[config.mk]
export PLATFORM = sky130hd
export DESIGN_NAME = stkop_unit
export DESIGN_NICKNAME = d
export VERILOG_FILES = /design/src/rtl/stkop_pkg.sv /design/src/rtl/stkop_alu.sv /design/src/rtl/stkop_ptr.sv /design/src/rtl/stkop_unit.sv
export SDC_FILE = /design/constraint.sdc
export NUM_CORES = 1
export LEC_CHECK = 0
export BUFFER_PORTS_ARGS = -buffer_cell sky130_fd_sc_hd__buf_2
export CAP_MARGIN = 20
export CORE_ASPECT_RATIO = 0.8
export CORE_MARGIN = 4
export CORE_UTILIZATION = 55
export DETAILED_ROUTE_END_ITERATION = 6
export PLACE_DENSITY = 0.83
export SETUP_SLACK_MARGIN = 0.1
export SYNTH_ARGS = -nofsm -noshare
export SYNTH_HDL_FRONTEND = slang
export SYNTH_SLANG_ARGS = --single-unit
[constraint.sdc]
create_clock -name clk -period 8.9 [get_ports clk]
set_input_delay 1.335 -clock clk [delete_from_list [all_inputs] [get_ports clk]]
set_output_delay 1.335 -clock clk [all_outputs]
set_load 0.1 [all_outputs]
[src/rtl/stkop_pkg.sv]
package stkop_pkg;

  typedef enum logic [4:0] {
    OP_AND = 5'd0,  OP_OR  = 5'd1,  OP_EQV = 5'd2,  OP_NOT = 5'd3,
    OP_CEQ = 5'd4,  OP_CNE = 5'd5,  OP_CLT = 5'd6,  OP_CLE = 5'd7,
    OP_CGT = 5'd8,  OP_CGE = 5'd9,  OP_XCH = 5'd10, OP_DUP = 5'd11,
    OP_DEL = 5'd12, OP_STO = 5'd13, OP_STK = 5'd14, OP_JFU = 5'd15,
    OP_JBU = 5'd16, OP_JFC = 5'd17, OP_JBC = 5'd18
  } stk_op_e;

  typedef enum logic [2:0] {
    S_IDLE, S_RD0, S_RD1, S_RD2, S_WR0, S_WR1, S_FIN
  } stk_st_e;

  // words removed from and then placed onto the stack by one operation
  typedef struct packed {
    logic [1:0] pops;
    logic [1:0] pushes;
  } stk_use_t;

  function automatic stk_use_t op_use(input logic [4:0] code);
    stk_use_t u;
    case (code)
      OP_AND, OP_OR, OP_EQV,
      OP_CEQ, OP_CNE, OP_CLT, OP_CLE, OP_CGT, OP_CGE: u = '{2'd2, 2'd1};
      OP_NOT:                                          u = '{2'd1, 2'd1};
      OP_XCH:                                          u = '{2'd2, 2'd2};
      OP_DUP:                                          u = '{2'd1, 2'd2};
      OP_DEL, OP_JFU, OP_JBU:                          u = '{2'd1, 2'd0};
      OP_STO, OP_JFC, OP_JBC:                          u = '{2'd2, 2'd0};
      OP_STK:                                          u = '{2'd2, 2'd1};
      default:                                         u = '{2'd0, 2'd0};
    endcase
    return u;
  endfunction

  function automatic logic is_jump(input logic [4:0] code);
    return (code == OP_JFU) || (code == OP_JBU) || (code == OP_JFC) || (code == OP_JBC);
  endfunction

endpackage

[src/rtl/stkop_alu.sv]
module stkop_alu
  import stkop_pkg::*;
#(
  parameter int DW = 48
) (
  input  logic [4:0]    code,
  input  logic [DW-1:0] top,
  input  logic [DW-1:0] nxt,
  output logic [DW-1:0] res,
  output logic          take
);
  logic eq, lt, truth;

  assign eq = (nxt == top);
  assign lt = ($signed(nxt) < $signed(top));

  always_comb begin
    case (code)
      OP_CEQ:  truth = eq;
      OP_CNE:  truth = !eq;
      OP_CLT:  truth = lt;
      OP_CLE:  truth = lt || eq;
      OP_CGT:  truth = !(lt || eq);
      OP_CGE:  truth = !lt;
      default: truth = 1'b0;
    endcase
  end

  always_comb begin
    case (code)
      OP_AND:  res = nxt & top;
      OP_OR:   res = nxt | top;
      OP_EQV:  res = ~(nxt ^ top);
      OP_NOT:  res = ~top;
      default: res = {DW{truth}};
    endcase
  end

  assign take = ((code == OP_JFC) || (code == OP_JBC)) ? (nxt != '0) : 1'b1;
endmodule

[src/rtl/stkop_ptr.sv]
module stkop_ptr
  import stkop_pkg::*;
#(
  parameter int AW        = 15,
  parameter int STK_BASE  = 16384,
  parameter int STK_DEPTH = 1024
) (
  input  logic          clk,
  input  logic          rst_n,
  input  logic          load,
  input  logic [AW-1:0] load_val,
  input  logic          commit,
  input  stk_use_t      chk_use,
  input  stk_use_t      cmt_use,
  output logic [AW-1:0] sp,
  output logic          bound_err
);
  localparam logic [AW:0]   BASE_X  = (AW+1)'(STK_BASE);
  localparam logic [AW:0]   DEPTH_X = (AW+1)'(STK_DEPTH);
  localparam logic [AW-1:0] BASE_A  = AW'(STK_BASE);

  logic [AW:0] dep, pop_x, push_x;

  assign dep    = {1'b0, sp} - BASE_X;
  assign pop_x  = {{(AW-1){1'b0}}, chk_use.pops};
  assign push_x = {{(AW-1){1'b0}}, chk_use.pushes};
  assign bound_err = (dep < pop_x) || ((dep - pop_x + push_x) > DEPTH_X);

  always_ff @(posedge clk) begin
    if (!rst_n)      sp <= BASE_A;
    else if (load)   sp <= load_val;
    else if (commit) sp <= sp - {{(AW-2){1'b0}}, cmt_use.pops}
                              + {{(AW-2){1'b0}}, cmt_use.pushes};
  end
endmodule

[src/rtl/stkop_unit.sv]
module stkop_unit
  import stkop_pkg::*;
#(
  parameter int DW        = 48,
  parameter int AW        = 15,
  parameter int OW        = 10,
  parameter int STK_BASE  = 16384,
  parameter int STK_DEPTH = 1024
) (
  input  logic          clk,
  input  logic          rst_n,
  input  logic          op_valid,
  output logic          op_ready,
  input  logic [4:0]    op_code,
  input  logic          sp_set,
  input  logic [AW-1:0] sp_set_val,
  output logic [AW-1:0] sp_o,
  output logic          mem_req,
  output logic          mem_we,
  output logic [AW-1:0] mem_addr,
  output logic [DW-1:0] mem_wdata,
  input  logic [DW-1:0] mem_rdata,
  output logic          pc_upd,
  output logic          pc_back,
  output logic [OW-1:0] pc_off,
  output logic          done,
  output logic          stk_err
);
  localparam logic [AW-1:0] ONE = AW'(1);
  localparam logic [AW-1:0] TWO = AW'(2);

  stk_st_e       st;
  logic [4:0]    op_q;
  stk_use_t      use_q, use_in;
  logic [DW-1:0] top_q, nxt_q, alu_res;
  logic          alu_take, bound_err, accept, jmp;

  assign use_in = op_use(op_code);
  assign accept = op_valid && op_ready;
  assign jmp    = is_jump(op_q);

  stkop_ptr #(.AW(AW), .STK_BASE(STK_BASE), .STK_DEPTH(STK_DEPTH)) u_ptr (
    .clk(clk), .rst_n(rst_n),
    .load(sp_set && (st == S_IDLE) && !op_valid), .load_val(sp_set_val),
    .commit(st == S_WR0), .chk_use(use_in), .cmt_use(use_q),
    .sp(sp_o), .bound_err(bound_err)
  );

  stkop_alu #(.DW(DW)) u_alu (
    .code(op_q), .top(top_q), .nxt(nxt_q), .res(alu_res), .take(alu_take)
  );

  always_ff @(posedge clk) begin
    if (!rst_n) begin
      st      <= S_IDLE;
      op_q    <= '0;
      use_q   <= '0;
      top_q   <= '0;
      nxt_q   <= '0;
      stk_err <= 1'b0;
    end else begin
      case (st)
        S_IDLE: if (accept) begin
          op_q  <= op_code;
          use_q <= use_in;
          if (bound_err) begin
            stk_err <= 1'b1;
            st      <= S_FIN;
          end else if (use_in.pops == 2'd0) begin
            st <= S_FIN;
          end else begin
            st <= S_RD0;
          end
        end
        S_RD0: st <= S_RD1;
        S_RD1: begin
          top_q <= mem_rdata;
          st    <= (use_q.pops == 2'd2) ? S_RD2 : S_WR0;
        end
        S_RD2: begin
          nxt_q <= mem_rdata;
          st    <= S_WR0;
        end
        S_WR0:   st <= (op_q == OP_XCH) ? S_WR1 : S_FIN;
        S_WR1:   st <= S_FIN;
        default: st <= S_IDLE;
      endcase
    end
  end

  always_comb begin
    mem_req   = 1'b0;
    mem_we    = 1'b0;
    mem_addr  = '0;
    mem_wdata = '0;
    case (st)
      S_RD0: begin
        mem_req  = 1'b1;
        mem_addr = sp_o - ONE;
      end
      S_RD1: if (use_q.pops == 2'd2) begin
        mem_req  = 1'b1;
        mem_addr = sp_o - TWO;
      end
      S_WR0: case (op_q)
        OP_AND, OP_OR, OP_EQV, OP_CEQ, OP_CNE,
        OP_CLT, OP_CLE, OP_CGT, OP_CGE: begin
          mem_req = 1'b1; mem_we = 1'b1; mem_addr = sp_o - TWO; mem_wdata = alu_res;
        end
        OP_NOT: begin
          mem_req = 1'b1; mem_we = 1'b1; mem_addr = sp_o - ONE; mem_wdata = alu_res;
        end
        OP_XCH: begin
          mem_req = 1'b1; mem_we = 1'b1; mem_addr = sp_o - TWO; mem_wdata = top_q;
        end
        OP_DUP: begin
          mem_req = 1'b1; mem_we = 1'b1; mem_addr = sp_o; mem_wdata = top_q;
        end
        OP_STO, OP_STK: begin
          mem_req = 1'b1; mem_we = 1'b1; mem_addr = top_q[AW-1:0]; mem_wdata = nxt_q;
        end
        default: ;
      endcase
      S_WR1: begin
        mem_req = 1'b1; mem_we = 1'b1; mem_addr = sp_o - ONE; mem_wdata = nxt_q;
      end
      default: ;
    endcase
  end

  assign op_ready = (st == S_IDLE);
  assign done     = (st == S_FIN);
  assign pc_upd   = (st == S_WR0) && jmp && alu_take;
  assign pc_back  = (op_q == OP_JBU) || (op_q == OP_JBC);
  assign pc_off   = top_q[OW-1:0];
endmodule

==> After elaboration in Yosys (flattened, before gate mapping) <==
Memory sizes are Yosys's and may differ from the RTL's.
Index checks and enable logic that the tools add are counted.
{ "totals": {"latch_bits": 0, "regBits": 124, "ram_bits": 0, "elab_cells": 99, "mem_count": 1, "romBits": 128} }
{ "mem_list": {"columns": ["name", "depth", "word_bits", "rd", "rd_clocked_by_memory_dff", "write_ports", "line_no", "text"], "rows": [
  ["(no name shown)", 32, 4, 1, 0, 0, "stkop_pkg.sv:23", "case (code)"]
]} }
{ "op_classes": {"magnitude_cmp": 3, "reduce_logical": 29, "bitwise_logic": 5, "multipliers": 0, "muxes": 20, "addsub": 7, "eq_ne": 26, "n_shift": 0, "div": 0} }
{ "ops": {"columns": ["op", "n"], "rows": [
  ["$pmux 48 s4", 1],
  ["$pmux 48 s3", 1],
  ["$not 48->48", 2],
  ["$pmux 48 s2", 1],
  ["$pmux 15 s4", 1],
  ["$and 48x48->48", 1],
  ["$eq 48x48->1", 1],
  ["$lt 48x48->1", 1],
  ["$or 48x48->48", 1],
  ["$reduce_bool 48->1", 1],
  ["$xor 48x48->48", 1],
  ["$mux 15", 3],
  ["$pmux 15 s3", 1],
  ["$eq 5x4->1 const B", 7],
  ["$eq 5x3->1 const B", 4],
  ["$reduce_or 10->1", 2],
  ["$pmux 3 s6", 1],
  ["$add 16x2->16", 1],
  ["$gt 16x11->1 const B", 1],
  ["$lt 16x2->1", 1],
  ["$sub 15x15->16 const B", 1],
  ["$sub 16x2->16", 1],
  ["$add 15x2->15", 1],
  ["$eq 5x5->1 const B", 3],
  ["other kinds (27)", 51]
]} }

==> Logic depth before layout (Yosys ltp) <==
{ "logic_depth": {"word_depth": 8, "ltp_mapped": 18, "depth_no_buf": 18} }

==> By module <==
A second synthesis with hierarchy kept.
{ "unflattened": {"cells_unflattened": 1793, "hier_area_um2": 13195.2} }
{ "modules_own_cells": {"columns": ["module", "n_inst", "area_per_inst_um2", "cells_per_inst", "seq_area_each_um2"], "rows": [
  ["stkop_unit", 1, 6231.0, 862, 2182.1],
  ["stkop_alu", 1, 4688.2, 647, 0.0],
  ["stkop_ptr", 1, 2275.9, 284, 300.3]
]} }

==> Least setup slack after synthesis <==
Ideal clock, no wire load.
{ "synth_path": {"kind": "flip-flop to output port", "from": "register nxt_q[30]", "to": "output mem_wdata[10]", "path_buffers": 1, "stages_incl_launch_ff": 13, "arrival_ns": 4.813, "t_required_ns": 7.565, "slack_ns": 2.752, "cell_sequence": "dfxtp_1 > inv_1 > ha_1 > or4_1 > nor3_1 > a21boi_0 > o41ai_1 > nand3_1 > or4b_2 > nand4b_1 > a21oi_2 > clkbuf_2 > o21ai_0"} }
{ "synth_between": {"elab_chain_cells": 7} }
{ "synth_rtl": {"columns": ["item", "line_no", "text"], "rows": [
  ["start, declared", "stkop_unit.sv:35", "logic [DW-1:0] top_q, nxt_q, alu_res;"],
  ["start signal, assigned", "stkop_unit.sv:81", "nxt_q <= mem_rdata;"],
  ["$lt 48x48->1 or $eq 48x48->1 (tied branches)", "stkop_alu.sv:15, stkop_alu.sv:14", null],
  ["$logic_or 1x1->1", "stkop_alu.sv:22, stkop_alu.sv:23", null],
  ["$logic_not 1->1", "stkop_alu.sv:23", "OP_CGT: truth = !(lt || eq);"],
  ["$pmux 1 s6 *", "stkop_alu.sv:18", "case (code)"],
  ["$pmux 48 s4 *", "stkop_alu.sv:30", "case (code)"],
  ["$pmux 48 s3 *", "stkop_unit.sv:105", "S_WR0: case (op_q)"],
  ["$pmux 48 s2 *", "stkop_unit.sv:96", "case (st)"],
  ["end, declared", "stkop_unit.sv:21", "output logic [DW-1:0] mem_wdata,"]
]} }
Mark *: on every way between the ends. The rest lies on a longest branch, timed or not.

==> Worst setup path in the final report <==
{ "layout_path": {"from": "register nxt_q[30]", "to": "output mem_wdata[6]"} }
The elaborated chain is that of the path after synthesis.

==> impl_metrics.ini <==
[critical_path]
cp_slowest_stage_delay_ns = 0.71
critPathTopFamily = simple AND/OR/NAND/NOR gates
crit_chain = inv_1 > ha_1 > or4_1 > nor3_1 > a21boi_0 > o41ai_1 > nand3_1 > or4b_2 > nand4b_1 > a21oi_4 > buf_4 > o21ai_0 > buf_2
end_kind = output port
r2r_slack_ns = 4.70
crit_arrival_ns = 5.00
criticalPathCategory = flip-flop to output port
cp.buffers_inverters = 3
cp-start-kind = flip-flop
worstPathMaxFanout = 48
worst_ep_required_time_ns = 7.57
cp_slowest_cell = or4b_2

[die]
initial_core_util = 0.563
io_pins = 167
dieArea_sq_mm = 0.0238
num_rows = 47
die_w_microns = 171
core_area_sq_mm = 0.0209
die_h_microns = 139

[layout]
final_area_sq_mm = 0.0132
drive_above_1_share = 0.145
layout.nets = 1996
fill_cells = 1811
areaGrowthSynthToFinish_pct = 11.9

[routing]
drt_pre_antenna_iters = 6
drt-initial-drc-count = 1625
drt-wirelength-per-cell_microns = 19.7
vias_per_cell = 6.27
ant_nets = 0
wl_microns = 39800
via_count = 12672
drc = 0

[synth]
synth-async-reset-ratio = 0
yosysSeqAreaShare = 0.211
syn_inst = 1650
syn-cell-area_sq_mm = 0.0118
synth_cell_types = 72
synth_top_area_share = 0.211
yosysWarnings = 0
synth_flop_cell = dfxtp_1
synth_edf_count = 0
synth_top_area_cell = dfxtp_1
synth_common_cells = 278 x nand2_1, 182 x ha_1, 169 x a21oi_1
yosys.cell_count.top_type = nand2_1
synth.avg_cell_area_sq_um = 7.13
ys_ff_latch = 124
synth_fp_nets = 1908
synth.area.top_cells = dfxtp_1 21%, ha_1 19%, nand2_1 8.9%

[clock_tree]
max-clock-path-buffers = 2
post_cts_buffers = 0
htreeDepth = 4
insertion_delay_ns = 0.45
cts_resized = 0
tritoncts = done
cts_num_sinks = 124
hold_buffers = 0
cts_buffers = 17
clockRootBuffer = clkbuf_16
path_clk_slew_ns = 0.06

[global_route]
first_global_vias = 11668
grt_pass1_wl_microns = 63100
grt_max_degree = 92
grt_antenna_before_repair = 1
grt.total_usage = 0.325
overflow = 0

[sta]
tightestPinTransition_ns = 1.10
tns_ns = 0
hold_viol = 0
max_freq_mhz = 158
setup_violations = 0
grt_setup_unrepaired = false
clock_skew_ns = 0.00880
min_period_ns = 6.34
relSlewSlack = 0.268
report.final.slew_viol_count = 0
fin_crit_sh = 0.712

[pwr]
power_density_mw_per_mm2 = 368
peakVddDrop_mv = 0.333
static-leakage-power_uw = 0.00544

[placement]
portBuffers = 166
post-dp-hpwl_microns = 27000
place_area_sq_mm = 0.0126
gp_congestion = 1.02

[worst_hold_path]
hp-class = flip-flop to flip-flop

[flow_run]
cap_violations = 0

[run_status]
status = finished, final reports clean
==> state kept, by name, summed over array words and instances (netlist names) <==
register and flops:
nxt_q 48, op_q 5, u_ptr.sp 15, st 3
stk_err 1, use_q 4, top_q 48
==> worst min-delay path: cells and delay by family (launching register included) <==
family,cells,cell delay [ns]
AND/OR/NAND/NOR,1,0.05
flip-flops,1,0.31
AO/OA/AOI/OAI,1,0.05
==> cells in the final DEF (no fill, tap or decap), drive strengths merged, types with 4 or more instances in the layout <==
master	n
nand4	8
xnor2	12
clkinv	7
o21bai	4
dfxtp	124
a211oi	21
ha	182
nor4	20
clkbuf	18
and2	6
nand2b	10
nor3	57
or4	12
fa	4
o21a	5
a21oi	170
nand4b	4
nand2	278
nor2	65
nand3	23
nor3b	4
a221oi	7
o22ai	56
xor2	8
a21boi	4
a21o	6
o221ai	5
nor2b	19
o31ai	6
inv	153
nand3b	4
a31oi	5
and3	7
a22oi	61
or3	4
o21ai	147
buf	183
o311ai	4
==> path summary, 6_finish.rpt <==
| kind | start | end | cells after the start |
|---|---|---|---|
| max | nxt_q[30] | mem_wdata[6] | 13 |
| min | use_q[0] | use_q[0] | 2 |
| max reg2reg | u_ptr.sp[1] | st[0] | 12 |
| min reg2reg | use_q[0] | use_q[0] | 2 |
==> power by group <==
group	internal (uW)	leakage, uW	switching (uW)
Combinational	887	0.00417	2470
Clock	389	0.000269	309
Sequential	637	0.00101	156
Total	1910	0.00544	2930
==> cell type report <==
type	instances	area, sq um	share of cell area
clock buffer	18	429	0.0326
antenna	2	5.00	0.000380
tap	269	337	0.0256
timing repair buffer	183	966	0.0734
multi-input combinational	1262	8240	0.626
sequential	124	2480	0.189
inverter	150	564	0.0429
clock inverter	14	139	0.0106
==> logic make-up (layout without fill, tap and decap cells) <==
kind of cell             Yosys count  in the layout  synth area share
adder cells (fa/ha/maj)          186            186             0.200
multiplexers                       2              2           0.00181
AND/OR/NAND/NOR                  530            530             0.209
flip-flops                       124            124             0.211
other                              0              2                 0
XOR/XNOR                          20             20            0.0149
AO/OA/AOI/OAI                    524            524             0.272
buffers and inverters            264            365            0.0911
==> through the flow <==
stage	hold WS (ns)	util	setup WS [ns]	std cells	total power (uW)
after global placement	0.454	0.602	3.23	1987	4040
after CTS	0.463	0.629	2.66	2019	4760
after floorplan	0.441	-	2.75	1650	3360
after global routing	0.494	0.630	2.34	2021	5100
final	0.461	0.630	2.56	2022	4850
after detailed placement	0.455	0.602	3.13	1987	4060
==> routing by layer <==
layer | share of wire | global-route usage | vias up
met2 | 0.42 | 0.471 | 773
met4 | 0.027 | 0.107 | 0
met3 | 0.11 | 0.0601 | 94
met1 | 0.44 | 0.482 | 5853
met5 | 0 | 0 | -
li1 | - | - | 5952
Power figures use the tool's default switching activity.
